File: src/rtl/ecf_pkg.sv
package ecf_pkg;

  // Width of a down-counter that must hold the value n.
  function automatic int cnt_w(input int n);
    return (n < 1) ? 1 : $clog2(n + 1);
  endfunction

  // Two marker bits wrap every data word.
  function automatic int frame_len(input int dw);
    return dw + 2;
  endfunction

endpackage

File: src/rtl/ecf_slot_timer.sv
module ecf_slot_timer #(
  parameter int FRAME  = 12,
  parameter int SLOT_W = 4
) (
  input  logic              clk,
  input  logic              rst,
  input  logic              pwr_i,
  input  logic              edge_sel_i,
  output logic [SLOT_W-1:0] slot_o,
  output logic              load_o,
  output logic              cap_o
);
  localparam logic [SLOT_W-1:0] LAST_SLOT = SLOT_W'(FRAME - 1);
  localparam logic [SLOT_W-1:0] MID_SLOT  = SLOT_W'(FRAME / 2);

  logic [SLOT_W-1:0] slot_q;

  always_ff @(posedge clk) begin
    if (rst || !pwr_i) begin
      slot_q <= '0;
    end else if (slot_q == LAST_SLOT) begin
      slot_q <= '0;
    end else begin
      slot_q <= slot_q + 1'b1;
    end
  end

  assign slot_o = slot_q;
  assign load_o = pwr_i && (slot_q == LAST_SLOT);
  assign cap_o  = pwr_i && (edge_sel_i ? (slot_q == '0) : (slot_q == MID_SLOT));
endmodule

File: src/rtl/ecf_sync_ctrl.sv
module ecf_sync_ctrl #(
  parameter int MIN_SYNC = 1024
) (
  input  logic clk,
  input  logic rst,
  input  logic pwr_i,
  input  logic load_i,
  input  logic req_a_i,
  input  logic req_b_i,
  output logic send_o
);
  localparam int CW = ecf_pkg::cnt_w(MIN_SYNC);
  localparam logic [CW-1:0] TAIL = CW'(MIN_SYNC - 1);

  logic [CW-1:0] left_q;
  logic          req;

  assign req    = req_a_i | req_b_i;
  assign send_o = req || (left_q != '0);

  always_ff @(posedge clk) begin
    if (rst || !pwr_i) begin
      left_q <= '0;
    end else if (load_i) begin
      if (req) begin
        left_q <= TAIL;
      end else if (left_q != '0) begin
        left_q <= left_q - 1'b1;
      end
    end
  end
endmodule

File: src/rtl/ecf_init_ctrl.sv
module ecf_init_ctrl #(
  parameter int INIT_WORDS = 1024
) (
  input  logic clk,
  input  logic rst,
  input  logic pwr_i,
  input  logic load_i,
  output logic ready_nxt_o
);
  localparam int IW = ecf_pkg::cnt_w(INIT_WORDS);
  localparam logic [IW-1:0] START = IW'(INIT_WORDS);

  logic [IW-1:0] wait_q;
  logic          ready_q;

  assign ready_nxt_o = pwr_i && (ready_q || (load_i && (wait_q == '0)));

  always_ff @(posedge clk) begin
    if (rst || !pwr_i) begin
      wait_q  <= START;
      ready_q <= 1'b0;
    end else begin
      ready_q <= ready_nxt_o;
      if (load_i && (wait_q != '0)) begin
        wait_q <= wait_q - 1'b1;
      end
    end
  end
endmodule

File: src/rtl/ecf_frame_shifter.sv
module ecf_frame_shifter #(
  parameter int DATA_W = 10,
  parameter int FRAME  = 12
) (
  input  logic              clk,
  input  logic              rst,
  input  logic              pwr_i,
  input  logic              oe_i,
  input  logic              cap_i,
  input  logic              load_i,
  input  logic              sync_i,
  input  logic              ready_nxt_i,
  input  logic [DATA_W-1:0] data_i,
  output logic              ser_o,
  output logic              valid_o
);
  localparam int HALF = FRAME / 2;

  logic [DATA_W-1:0] hold_q;
  logic [FRAME-1:0]  data_frm;
  logic [FRAME-1:0]  sync_frm;
  logic [FRAME-1:0]  frame_w;
  logic [FRAME-1:0]  sh_q;
  logic              bit_nxt;
  logic              vld_nxt;
  logic              ser_q;
  logic              valid_q;

  for (genvar i = 0; i < FRAME; i++) begin : g_frm
    if (i == 0) begin : g_start
      assign data_frm[i] = 1'b1;
    end else if (i == FRAME - 1) begin : g_stop
      assign data_frm[i] = 1'b0;
    end else begin : g_data
      assign data_frm[i] = hold_q[i-1];
    end
    assign sync_frm[i] = (i < HALF);
  end

  assign frame_w = sync_i ? sync_frm : data_frm;
  assign bit_nxt = load_i ? frame_w[0] : sh_q[1];
  assign vld_nxt = pwr_i && oe_i && ready_nxt_i;

  always_ff @(posedge clk) begin
    if (rst || !pwr_i) begin
      hold_q <= '0;
    end else if (cap_i) begin
      hold_q <= data_i;
    end
  end

  always_ff @(posedge clk) begin
    if (rst || !pwr_i) begin
      sh_q <= '0;
    end else if (load_i) begin
      sh_q <= frame_w;
    end else begin
      sh_q <= sh_q >> 1;
    end
  end

  always_ff @(posedge clk) begin
    if (rst) begin
      ser_q   <= 1'b0;
      valid_q <= 1'b0;
    end else begin
      ser_q   <= vld_nxt && bit_nxt;
      valid_q <= vld_nxt;
    end
  end

  assign ser_o   = ser_q;
  assign valid_o = valid_q;
endmodule

File: src/rtl/ecf_serializer.sv
module ecf_serializer #(
  parameter int DATA_W     = 10,
  parameter int MIN_SYNC   = 1024,
  parameter int INIT_WORDS = 1024
) (
  input  logic              clk,
  input  logic              rst,
  input  logic [DATA_W-1:0] data_i,
  input  logic              sync_a_i,
  input  logic              sync_b_i,
  input  logic              oe_i,
  input  logic              pwr_i,
  input  logic              edge_sel_i,
  output logic              ser_o,
  output logic              valid_o
);
  localparam int FRAME  = ecf_pkg::frame_len(DATA_W);
  localparam int SLOT_W = $clog2(FRAME);

  logic [SLOT_W-1:0] slot_q;
  logic              load;
  logic              cap;
  logic              send_sync;
  logic              ready_nxt;

  ecf_slot_timer #(.FRAME(FRAME), .SLOT_W(SLOT_W)) timer_i (
    .clk(clk), .rst(rst), .pwr_i(pwr_i), .edge_sel_i(edge_sel_i),
    .slot_o(slot_q), .load_o(load), .cap_o(cap)
  );

  ecf_sync_ctrl #(.MIN_SYNC(MIN_SYNC)) sync_i (
    .clk(clk), .rst(rst), .pwr_i(pwr_i), .load_i(load),
    .req_a_i(sync_a_i), .req_b_i(sync_b_i), .send_o(send_sync)
  );

  ecf_init_ctrl #(.INIT_WORDS(INIT_WORDS)) init_i (
    .clk(clk), .rst(rst), .pwr_i(pwr_i), .load_i(load),
    .ready_nxt_o(ready_nxt)
  );

  ecf_frame_shifter #(.DATA_W(DATA_W), .FRAME(FRAME)) shift_i (
    .clk(clk), .rst(rst), .pwr_i(pwr_i), .oe_i(oe_i),
    .cap_i(cap), .load_i(load), .sync_i(send_sync),
    .ready_nxt_i(ready_nxt), .data_i(data_i),
    .ser_o(ser_o), .valid_o(valid_o)
  );
endmodule

File: config.mk
export PLATFORM = sky130hd
export DESIGN_NAME = ecf_serializer
export DESIGN_NICKNAME = d
export VERILOG_FILES = /design/src/rtl/ecf_pkg.sv /design/src/rtl/ecf_slot_timer.sv /design/src/rtl/ecf_sync_ctrl.sv /design/src/rtl/ecf_init_ctrl.sv /design/src/rtl/ecf_frame_shifter.sv /design/src/rtl/ecf_serializer.sv
export SDC_FILE = /design/constraint.sdc
export NUM_CORES = 1
export LEC_CHECK = 0
export ABC_AREA = 1
export BUFFER_PORTS_ARGS = -buffer_cell sky130_fd_sc_hd__buf_2
export CORE_AREA = 2 2 80 82
export CTS_BUF_LIST = sky130_fd_sc_hd__clkbuf_8
export DETAILED_ROUTE_END_ITERATION = 10
export DIE_AREA = 0 0 82 84
export SLEW_MARGIN = 25
export SYNTH_ARGS = -nofsm -noshare
export SYNTH_HDL_FRONTEND = slang
export SYNTH_SLANG_ARGS = --single-unit
File: constraint.sdc
create_clock -name clk -period 2.2 [get_ports clk]
set_clock_uncertainty 0.15 [all_clocks]
set_input_delay 0 -clock clk [delete_from_list [all_inputs] [get_ports clk]]
set_output_delay 0 -clock clk [all_outputs]
set_load 0.03 [all_outputs]
==> results_dict.tcl <==
set metrics [dict create \
    status "completed" \
    grt_pass1_wl_um 8130 \
    h-tree-depth 2 \
    synthDistinctLibCells 35 \
    clkTransAtPathRegs_ns 0.09 \
    cts_buffer_depth 2 \
    ys.flop_type "dfxtp_1" \
    r2r_cells 9 \
    yosys_register_bits 49 \
    synth_compound_area_frac 0.142 \
    viasPerCell 4.70 \
    path_cells "ha_1 -> nand3_4 -> nor2_8 -> buf_4 -> nand2_4 -> inv_2 -> nand2_1 -> inv_1 -> a21oi_1" \
    seq_area_frac_synth 0.421 \
    multi_input_area_um2 1160 \
    seq_area_um2 981 \
    rsz0062_at_grt "no" \
    yosysWarningCount 0 \
    synth_nets 336 \
    fmax_mhz 547 \
    start_kind "register" \
    drtAntennaViolNets 0 \
    drc_errors 0 \
    synth_most_common_cell "nand2_1" \
    postRouteWirelength_um 4580 \
    worstPathRequired_ns 2.25 \
    clk_latency_ns 0.30 \
    io_buffers 18 \
    yosys-top-cells-count "nand2_1 (64), dfxtp_1 (49), nor2_1 (44)" \
    yosys.area.top_type_share 0.421 \
    fill_cells 624 \
    gp_congestion 0.852 \
    cp-end-kind "register" \
    tns_ns 0 \
    grt_overflow_total 0 \
    vias 2017 \
    synth_area_per_cell_um2 7.43 \
    die_area_um2 6890 \
    die_w_um 82 \
    ir_worst_vdd_v 0.000591 \
    synth_edf_count 0 \
    hold_path_depth 5 \
    synth_top_family_by_area "simple AND/OR/NAND/NOR gates" \
    drive_gt1_frac 0.156 \
    final_hold_viol_count 0 \
    synthSimpleGateAreaFrac 0.287 \
    slew_headroom 0.708 \
    root_buffer "clkbuf_8" \
    power_density_nw_per_um2 586 \
    synthTopCellsByArea "dfxtp_1 (42%), nand2_1 (10%), nor2_1 (7.1%)" \
    worstPathArrival_ns 1.88 \
    worst_path_max_delay_cell "dfxtp_1" \
    core_area_um2 6100 \
    syn2layout_area_growth_pct 18.6 \
    dpl_worst_slack_ns 0.358 \
    ioPinCount 19 \
    async_reset_ff_frac 0 \
    layout_min_cycle_time_ns 1.83 \
    cts_sinks 49 \
    fin_crit_sh 0.831 \
    cts_tree "yes" \
    netlist_area_um2 2330 \
    start_util 0.383 \
    hp-class "in -> reg" \
    track_usage 0.149 \
    worstPathMaxFanout 12 \
    avgRoutedWirePerCell_um 10.7 \
    grt_max_degree 21 \
    synth.largest_area_cell "dfxtp_1" \
    synth-xor-area-share 0.0263 \
    final_max_slew_viol_count 0 \
    initialDrtViolationCount 102 \
    n_antenna_cell 0 \
    fp-row-count 29 \
    slowest_delay_ns 0.38 \
    first_pass_iters 4 \
    crit_type "reg -> reg" \
    synthAdderAreaFrac 0.0268 \
    numCtsBuffers 5 \
    maxCapViolations 0 \
    grt_pass1_vias 1931 \
    leakage_nw 1.18 \
    nets 374 \
    synth_mux_area_frac 0.0172 \
    setup_ws_ns 0.371 \
    worst_pin_slew_ns 0.437 \
    cts_resized 0 \
    setup_violations 0 \
    antenna_found_initial 0 \
    die_h_um 84 \
    synth_cells 314 \
    dpl.hpwl_um 3180 \
]
## sequential cells by signal, indices dropped and copies added (netlist names)
register         cells
timer_i.slot_o       4
shift_i.hold_q      10
sync_i.left_q       11
shift_i.valid_o      1
shift_i.ser_o        1
init_i.ready_q       1
init_i.wait_q       11
shift_i.sh_q        10
## cell families after synthesis
kind of cell,count (synthesis)
multiplexers,4
buffers and inverters,44
AND/OR/NAND/NOR,147
XOR/XNOR,7
AO/OA/AOI/OAI,58
adder cells (fa/ha/maj),5
flip-flops,49
## worst max-delay path, delay by kind of cell, from the launching register on
family | cells | cell delay [ns]
and+or+nand+nor | 4 | 0.44
AOI/OAI and AO/OA | 1 | 0.06
DFF | 1 | 0.38
adders and majority gates | 1 | 0.25
buffers and inverters | 3 | 0.44
## what timing repair did
action	4_1_cts	5_1_grt
setup endpoints to repair	0	0
hold buffers	15	0
setup buffers	0	0
endpoints found under the hold margin	19	0
## power by group
| group | internal, W | leakage (nW) | switching, W |
|---|---|---|---|
| combinational | 0.0000443 | 0.726 | 0.0000506 |
| clock | 0.000331 | 0.0540 | 0.000297 |
| sequential | 0.000894 | 0.396 | 0.00000451 |
## path summary, 6_finish.rpt
path                                         from  slack [ns]                 to
worst max-delay path            timer_i.slot_o[0]        0.37   sync_i.left_q[1]
worst min-delay path                        pwr_i        0.17  init_i.wait_q[10]
worst max register to register  timer_i.slot_o[0]        0.37   sync_i.left_q[1]
worst min register to register  init_i.wait_q[10]        0.31  init_i.wait_q[10]
## layer usage
metal / part of all wire / global-route usage
met3: 0.024 / 0.0303
met2: 0.44 / 0.233
met1: 0.51 / 0.194
met5: 0 / 0
met4: 0.023 / 0.0712
## per-stage QoR
stage	hold slack, ns	cell area (µm²)	util	power [W]	instances
after floorplan	-0.0781	2330	-	0.000963	314
after global placement	0.0551	2510	0.412	0.000993	407
after detailed placement	0.0538	2510	0.412	0.000994	407
after CTS	0.169	2770	0.454	0.00164	429
after global routing	0.199	2770	0.454	0.00168	429
final	0.171	2770	0.454	0.00162	429
## cells in the final DEF (no fill, tap or decap), drive strengths merged, types with 15 or more instances in the layout
master	instances
dfxtp	49
a21oi	28
o21ai	21
inv	36
nand2	67
dlygate4sd3	15
nand3	20
buf	24
nor2	51
## layout make-up
cell class / count / area share
Timing Repair Buffer: 39 / 0.103
Inverter: 36 / 0.0488
Clock buffer: 5 / 0.0249
Multi-Input combinational cell: 221 / 0.421
Sequential cell: 49 / 0.355
Clock inverter: 2 / 0.0127
Tap cell: 77 / 0.0348
Power figures use the tool's default switching activity.
